File: src/rtl/fbr_pkg.sv
package fbr_pkg;

  typedef enum logic [1:0] {
    SEL_FRAME = 2'd0,
    SEL_BASE  = 2'd1,
    SEL_LAST  = 2'd2,
    SEL_NONE  = 2'd3
  } cfg_sel_e;

  typedef enum logic [1:0] {
    OP_HOLD = 2'd0,
    OP_STEP = 2'd1,
    OP_WRAP = 2'd2,
    OP_LOAD = 2'd3
  } ptr_op_e;

endpackage

File: src/rtl/fbr_regs.sv
module fbr_regs
  import fbr_pkg::*;
#(
  parameter int AW  = 32,
  parameter int LSB = 4
) (
  input  logic          clk,
  input  logic          rst_n,
  input  logic          wr,
  input  logic [1:0]    sel,
  input  logic [AW-1:0] data,
  output logic [AW-1:0] frame_q,
  output logic [AW-1:0] base_q,
  output logic [AW-1:0] last_q
);
  localparam int NREG = 3;
  localparam logic [AW-1:0] LOW_MASK = AW'((1 << LSB) - 1);

  logic [AW-1:0] aligned;
  assign aligned = data & ~LOW_MASK;

  for (genvar i = 0; i < NREG; i++) begin : g_reg
    logic          en;
    logic [AW-1:0] q;
    assign en = wr && (sel == 2'(i));
    always_ff @(posedge clk or negedge rst_n) begin
      if (!rst_n) begin
        q <= '0;
      end else if (en) begin
        q <= aligned;
      end
    end
  end

  assign frame_q = g_reg[0].q;
  assign base_q  = g_reg[1].q;
  assign last_q  = g_reg[2].q;

  AST_SEL_NONE_INERT: assert property (@(posedge clk) disable iff (!rst_n)
    (wr && sel == SEL_NONE) |=> ($stable(frame_q) && $stable(base_q) && $stable(last_q)));

  AST_REG_ALIGNED: assert property (@(posedge clk) disable iff (!rst_n)
    ((frame_q & LOW_MASK) == '0) && ((base_q & LOW_MASK) == '0) && ((last_q & LOW_MASK) == '0));

endmodule

File: src/rtl/fbr_req.sv
module fbr_req (
  input  logic clk,
  input  logic rst_n,
  input  logic run,
  input  logic ack,
  output logic req,
  output logic hold,
  output logic fire
);
  logic req_q;
  logic req_d;

  always_comb begin
    req_d = (req_q & ~ack) | run;
  end

  always_ff @(posedge clk or negedge rst_n) begin
    if (!rst_n) begin
      req_q <= 1'b0;
    end else begin
      req_q <= req_d;
    end
  end

  assign req  = req_q;
  assign hold = req_q & ~ack;
  assign fire = req_q & ack;

  AST_REQ_STICKY: assert property (@(posedge clk) disable iff (!rst_n)
    (req && !ack) |=> req);

  AST_REQ_DROP: assert property (@(posedge clk) disable iff (!rst_n)
    (req && ack && !run) |=> !req);

  AST_REQ_RISE: assert property (@(posedge clk) disable iff (!rst_n)
    run |=> req);

endmodule

File: src/rtl/fbr_sync.sv
module fbr_sync
  import fbr_pkg::*;
(
  input  logic    clk,
  input  logic    rst_n,
  input  logic    vsync,
  input  logic    hold,
  input  logic    fire,
  input  logic    at_end,
  output ptr_op_e op
);
  logic pend_q;
  logic pend_d;
  logic want;

  assign want = vsync | pend_q;

  always_comb begin
    op = OP_HOLD;
    if (!hold && want) begin
      op = OP_LOAD;
    end else if (fire) begin
      op = at_end ? OP_WRAP : OP_STEP;
    end
    pend_d = hold & want;
  end

  always_ff @(posedge clk or negedge rst_n) begin
    if (!rst_n) begin
      pend_q <= 1'b0;
    end else begin
      pend_q <= pend_d;
    end
  end

  AST_VSYNC_KEPT: assert property (@(posedge clk) disable iff (!rst_n)
    (hold && vsync) |=> pend_q);

  AST_PEND_SERVED: assert property (@(posedge clk) disable iff (!rst_n)
    (pend_q && fire) |-> (op == OP_LOAD));

endmodule

File: src/rtl/fbr_ptr.sv
module fbr_ptr
  import fbr_pkg::*;
#(
  parameter int AW         = 32,
  parameter int XFER_BYTES = 16
) (
  input  logic          clk,
  input  logic          rst_n,
  input  ptr_op_e       op,
  input  logic [AW-1:0] frame,
  input  logic [AW-1:0] base,
  input  logic [AW-1:0] last,
  output logic [AW-1:0] ptr,
  output logic          at_end
);
  localparam int LSB = $clog2(XFER_BYTES);
  localparam logic [AW-1:0] STEP     = AW'(XFER_BYTES);
  localparam logic [AW-1:0] LOW_MASK = AW'((1 << LSB) - 1);

  logic [AW-1:0] ptr_q;
  logic [AW-1:0] ptr_d;
  logic          ptr_en;

  always_comb begin
    ptr_en = (op != OP_HOLD);
    unique case (op)
      OP_STEP: ptr_d = ptr_q + STEP;
      OP_WRAP: ptr_d = base;
      OP_LOAD: ptr_d = frame;
      default: ptr_d = ptr_q;
    endcase
  end

  always_ff @(posedge clk or negedge rst_n) begin
    if (!rst_n) begin
      ptr_q <= '0;
    end else if (ptr_en) begin
      ptr_q <= ptr_d;
    end
  end

  assign ptr    = ptr_q;
  assign at_end = (ptr_q >= last);

  AST_STEP_SIZE: assert property (@(posedge clk) disable iff (!rst_n)
    (op == OP_STEP) |=> (ptr_q == $past(ptr_q) + STEP));

  AST_WRAP_BASE: assert property (@(posedge clk) disable iff (!rst_n)
    (op == OP_WRAP) |=> (ptr_q == $past(base)));

  AST_LOAD_FRAME: assert property (@(posedge clk) disable iff (!rst_n)
    (op == OP_LOAD) |=> (ptr_q == $past(frame)));

  AST_PTR_ALIGNED: assert property (@(posedge clk) disable iff (!rst_n)
    ((ptr_q & LOW_MASK) == '0));

endmodule

File: src/rtl/fb_ring_addr_gen.sv
module fb_ring_addr_gen
  import fbr_pkg::*;
#(
  parameter int AW         = 32,
  parameter int XFER_BYTES = 16
) (
  input  logic          clk,
  input  logic          rst_n,
  input  logic          cfg_wr,
  input  logic [1:0]    cfg_sel,
  input  logic [AW-1:0] cfg_data,
  input  logic          vsync,
  input  logic          run,
  output logic          fetch_req,
  output logic [AW-1:0] fetch_addr,
  input  logic          fetch_ack
);
  localparam int LSB = $clog2(XFER_BYTES);

  // reset: asserted asynchronously, released after two clock edges
  logic [1:0] rst_pipe;
  logic       rst_sn;

  always_ff @(posedge clk or negedge rst_n) begin
    if (!rst_n) begin
      rst_pipe <= '0;
    end else begin
      rst_pipe <= {rst_pipe[0], 1'b1};
    end
  end
  assign rst_sn = rst_pipe[1];

  logic [AW-1:0] frame_q;
  logic [AW-1:0] base_q;
  logic [AW-1:0] last_q;
  logic          hold;
  logic          fire;
  logic          at_end;
  ptr_op_e       op;

  fbr_regs #(.AW(AW), .LSB(LSB)) u_regs (
    .clk     (clk),
    .rst_n   (rst_sn),
    .wr      (cfg_wr),
    .sel     (cfg_sel),
    .data    (cfg_data),
    .frame_q (frame_q),
    .base_q  (base_q),
    .last_q  (last_q)
  );

  fbr_req u_req (
    .clk   (clk),
    .rst_n (rst_sn),
    .run   (run),
    .ack   (fetch_ack),
    .req   (fetch_req),
    .hold  (hold),
    .fire  (fire)
  );

  fbr_sync u_sync (
    .clk    (clk),
    .rst_n  (rst_sn),
    .vsync  (vsync),
    .hold   (hold),
    .fire   (fire),
    .at_end (at_end),
    .op     (op)
  );

  fbr_ptr #(.AW(AW), .XFER_BYTES(XFER_BYTES)) u_ptr (
    .clk    (clk),
    .rst_n  (rst_sn),
    .op     (op),
    .frame  (frame_q),
    .base   (base_q),
    .last   (last_q),
    .ptr    (fetch_addr),
    .at_end (at_end)
  );

  AST_ADDR_STABLE: assert property (@(posedge clk) disable iff (!rst_sn)
    (fetch_req && !fetch_ack) |=> $stable(fetch_addr));

  AST_RESET_IDLE: assert property (@(posedge clk) disable iff (!rst_n)
    (!rst_sn) |-> (!fetch_req && fetch_addr == '0));

endmodule

File: config.mk
export PLATFORM = sky130hd
export DESIGN_NAME = fb_ring_addr_gen
export DESIGN_NICKNAME = d
export VERILOG_FILES = /design/src/rtl/fbr_pkg.sv /design/src/rtl/fbr_regs.sv /design/src/rtl/fbr_req.sv /design/src/rtl/fbr_sync.sv /design/src/rtl/fbr_ptr.sv /design/src/rtl/fb_ring_addr_gen.sv
export SDC_FILE = /design/constraint.sdc
export NUM_CORES = 1
export LEC_CHECK = 0
export BUFFER_PORTS_ARGS = -buffer_cell sky130_fd_sc_hd__buf_4
export CORE_MARGIN = 4
export CORE_UTILIZATION = 40
export DETAILED_ROUTE_END_ITERATION = 12
export PLACE_DENSITY = 0.65
export SYNTH_ARGS = -nofsm -noshare
export SYNTH_HDL_FRONTEND = slang
export SYNTH_SLANG_ARGS = --single-unit
File: constraint.sdc
create_clock -name clk -period 4.1 [get_ports clk]
set_input_delay 0.615 -clock clk [delete_from_list [all_inputs] [get_ports clk]]
set_output_delay 0.615 -clock clk [all_outputs]
set_load 0.05 [all_outputs]
==> reports/results.md <==
| Group | Item | Value |
|---|---|---|
| outcome | Status | complete, no violations |
| floorplanning | Ports placed on the boundary | 73 |
| floorplanning | Placement row count | 45 |
| routing | Count of TritonRoute iterations in the first routing pass | 5 |
| sta | Max Freq | 0.319 GHz |
| routing | Detail-routed net length per standard cell | 18.6 µm |
| cells and area | Total area of multi-input combinational cells | 3120 µm² |
| routing | Detailed-route wire length | 16.2 mm |
| synth | Fraction of registers with async set or reset after synthesis | 100% |
| power and ir drop | Leak | 3.34 nW |
| clocking | Clock sink total | 116 |
| synth | Number of warnings issued by yosys | 0 |
| sta | Headroom to the max-slew limit | 50.9% |
| cells and area | Syn-to-layout area delta | 19.9% |
| synth | Synth Flop Type | sky130_fd_sc_hd__dfrtp_1 |
| routing | Detail Route Antenna Nets | 0 |
| global route | Combined global-route utilization of all metal layers | 18.7% |
| sta | Final Hold Fails | 0 |
| placed design | Final GP Congestion | 0.853 |
| sta | Worst hold margin | 0.158 ns |
| setup path | Startpoint type of the worst setup path | register |
| placed design | Count of buffers from port buffering | 64 |
| global route | Total global routing overflow | 0 |
| clocking | Number of buffers on the longest clock path | 2 |
| global route | Number of antenna violations at the first check in global routing | 0 |
| cells and area | Area taken by flip-flops and latches | 2910 µm² |
| clocking | CTS tree | done |
| sta | Tightest Pin Transition | 0.733 ns |
| cells and area | Count of filler cells inserted in the layout | 1426 |
| synth | Flop and latch count out of synthesis | 116 |
| routing | Initial DRC Count | 500 |
| clocking | Clock-pin slew on the worst setup and hold paths | 0.05 ns |
| sta | Clock tree skew after final layout | 0.00506 ns |
| clocking | Clock insertion delay at the later pin of the skew report | 0.42 ns |
| synth | Synth cell types | 68 |
| synth | Mapped cell area | 6310 µm² |
| synth | Cell count after synthesis | 582 |
| sta | Unrepaired setup endpoints after global routing | false |
| clocking | Buffers inserted by post-CTS timing repair | 0 |
| setup path | Crit path required time | 4.42 ns |
| power and ir drop | Largest voltage drop on the vdd net | 0.340 mV |
| global route | Vias in the first global route | 5034 |
| cells and area | Number of antenna diodes | 0 |
| clocking | Clock buffer count from CTS | 17 |
| sta | Number of endpoints failing setup at the final stage | 0 |
| floorplanning | Standard cell core area | 15300 µm² |
| clocking | # resized after CTS | 0 |
| setup path | Setup Crit Path Kind | reg2reg |
| cells and area | Layout cells sized above 1 | 32.4% |
| placed design | Post-DP HPWL | 10.9 mm |
| cells and area | Highest-count cells in the layout ignoring fill and taps | 115 x sky130_fd_sc_hd__dfrtp_1, 87 x sky130_fd_sc_hd__mux2_2, 74 x sky130_fd_sc_hd__buf_4 |
| global route | Maximum number of pins on one net before global-route repair | 53 |
| floorplanning | Initial cell density of the core | 41.2% |
| sta | Worst setup margin | 0.963 ns |
| clocking | Clock tree root buffer cell | sky130_fd_sc_hd__clkbuf_16 |
| sta | Setup TNS Final | 0 ns |
| sta | Pins over their slew limit | 0 |
| setup path | FF-to-FF Start | u_ptr.ptr[4]$_DFFE_PN0P_ |
| setup path | Endpoint type of the worst setup path | register |
| synth | Register area share after synthesis | 46.0% |
| routing | DRC violation count after routing | 0 |
| cells and area | Most common library cell in the layout ignoring fill and taps | sky130_fd_sc_hd__dfrtp_1 |
| job | Max capacitance violation total | 0 |
| placed design | Worst setup timing slack at the placement stage | 0.993 ns |
| min path | Worst min path class | reg2async |
| setup path | Arrival time reported for the critical path endpoint | 3.45 ns |
| routing | Via count normalized by instance count | 5.70 |
| cells and area | Number of nets in the finished design | 714 |
| cells and area | Final Util | 49.4% |
| setup path | Critical path peak fanout | 21 |
| routing | Total via count in the routed design | 4956 |
| sta | Clock period minus worst slack | 3.14 ns |
| synth | Number of flops mapped to enable cells by yosys | 0 |
| floorplanning | Overall die width | 134 µm |
| synth | Average cell area after synthesis | 10.8 µm² |
| power and ir drop | Power density over the cells | 666 nW/µm² |
| floorplanning | Die Ht | 134 µm |
| floorplanning | DIE AREA | 17800 µm² |
| global route | First-pass GRT wire length | 26.4 mm |
| clocking | Clock H-tree levels | 4 |
| setup path | Worst setup path startpoint | u_ptr.ptr[4]$_DFFE_PN0P_ |
| sta | Share of the clock period used by the worst path | 76.5% |
## worst max-delay path: stages, from the launching register on
cell	delay, ns
sky130_fd_sc_hd__dfrtp_1	0.45
sky130_fd_sc_hd__inv_1	0.07
sky130_fd_sc_hd__ha_1	0.29
sky130_fd_sc_hd__nand2b_4	0.15
sky130_fd_sc_hd__a2111oi_4	0.40
sky130_fd_sc_hd__o41ai_2	0.15
sky130_fd_sc_hd__o311a_4	0.51
sky130_fd_sc_hd__nor2_4	0.54
sky130_fd_sc_hd__nor4_1	0.16
sky130_fd_sc_hd__nor4_2	0.29
## metrics by stage
stage / std cells / area [µm²] / total power, W
after floorplan: 585 / 6320 / 0.00308
after global placement: 836 / 6980 / 0.00357
after detailed placement: 836 / 6980 / 0.00363
after CTS: 869 / 7560 / 0.00506
after global routing: 869 / 7560 / 0.00532
final: 869 / 7560 / 0.00503
## worst paths after layout
check,end,slack (ns),cells after the start
min,u_regs.base_q[26]$_DFFE_PN0P_,0.16,0
max in group asynchronous,u_regs.last_q[13]$_DFFE_PN0P_,3.04,1
max,u_ptr.ptr[8]$_DFFE_PN0P_,0.96,9
min in group clk,rst_pipe[1]$_DFF_PN0_,0.35,0
max reg2reg,u_ptr.ptr[8]$_DFFE_PN0P_,0.96,9
min reg2reg,u_regs.base_q[26]$_DFFE_PN0P_,0.16,0
## power by group
group	internal (W)	switching (W)
clock	0.000879	0.000532
sequential	0.00142	0.000319
combinational	0.000723	0.00116
total	0.00302	0.00202
## layer usage
layer,vias up,track usage (%),wire length (µm)
met5,-,0,0
met4,0,8.00,401
met3,37,4.83,1170
met2,200,30.0,7700
met1,2447,24.1,6910
li1,2272,-,-
## state kept, by name, summed over array words and instances (netlist names)
name            flops
u_req.req           1
u_regs.last_q      28
rst_pipe            2
u_ptr.ptr          28
u_regs.frame_q     28
u_sync.pend_q       1
u_regs.base_q      28
## final cells by class
class / count / share of cell area, %
Clock buffer: 21 / 6.22
Clock inverter: 11 / 1.37
Timing Repair Buffer: 75 / 7.48
Multi-Input combinational cell: 401 / 41.3
Tap cell: 211 / 3.49
Sequential cell: 116 / 38.4
Inverter: 34 / 1.69
## cell usage after synthesis, types with 7 or more instances
library cell | number | share of area [%]
sky130_fd_sc_hd__a211oi_1 | 8 | 0.95
sky130_fd_sc_hd__a21oi_1 | 29 | 2.3
sky130_fd_sc_hd__a31oi_1 | 16 | 1.6
sky130_fd_sc_hd__clkbuf_1 | 20 | 1.2
sky130_fd_sc_hd__dfrtp_1 | 116 | 46
sky130_fd_sc_hd__ha_1 | 29 | 5.8
sky130_fd_sc_hd__inv_1 | 34 | 2.0
sky130_fd_sc_hd__mux2_2 | 87 | 16
sky130_fd_sc_hd__mux2i_1 | 8 | 1.3
sky130_fd_sc_hd__nand2_1 | 36 | 2.1
sky130_fd_sc_hd__nand3_1 | 19 | 1.5
sky130_fd_sc_hd__nand4_1 | 7 | 0.69
sky130_fd_sc_hd__nor2_1 | 35 | 2.1
sky130_fd_sc_hd__nor3_1 | 14 | 1.1
sky130_fd_sc_hd__nor4_1 | 8 | 0.79
sky130_fd_sc_hd__o21ai_0 | 14 | 1.1
## logic make-up (layout without fill, tap and decap cells)
| group | Yosys count | count (layout) | synth area share, % |
|---|---|---|---|
| AOI/OAI and AO/OA | 116 | 116 | 13.4 |
| adders and majority gates | 29 | 29 | 5.75 |
| buffers and inverters | 68 | 141 | 4.76 |
| DFF | 116 | 116 | 46.0 |
| muxes | 96 | 96 | 17.0 |
| other | 2 | 5 | 0.119 |
| and+or+nand+nor | 155 | 155 | 12.9 |
## timing repair
item | 4_1_cts | 5_1_grt
hold buffers | 1 | 0
endpoints found under the hold margin | 2 | 0
setup endpoints to repair | 0 | 0
(Power assumes the default switching activity.)
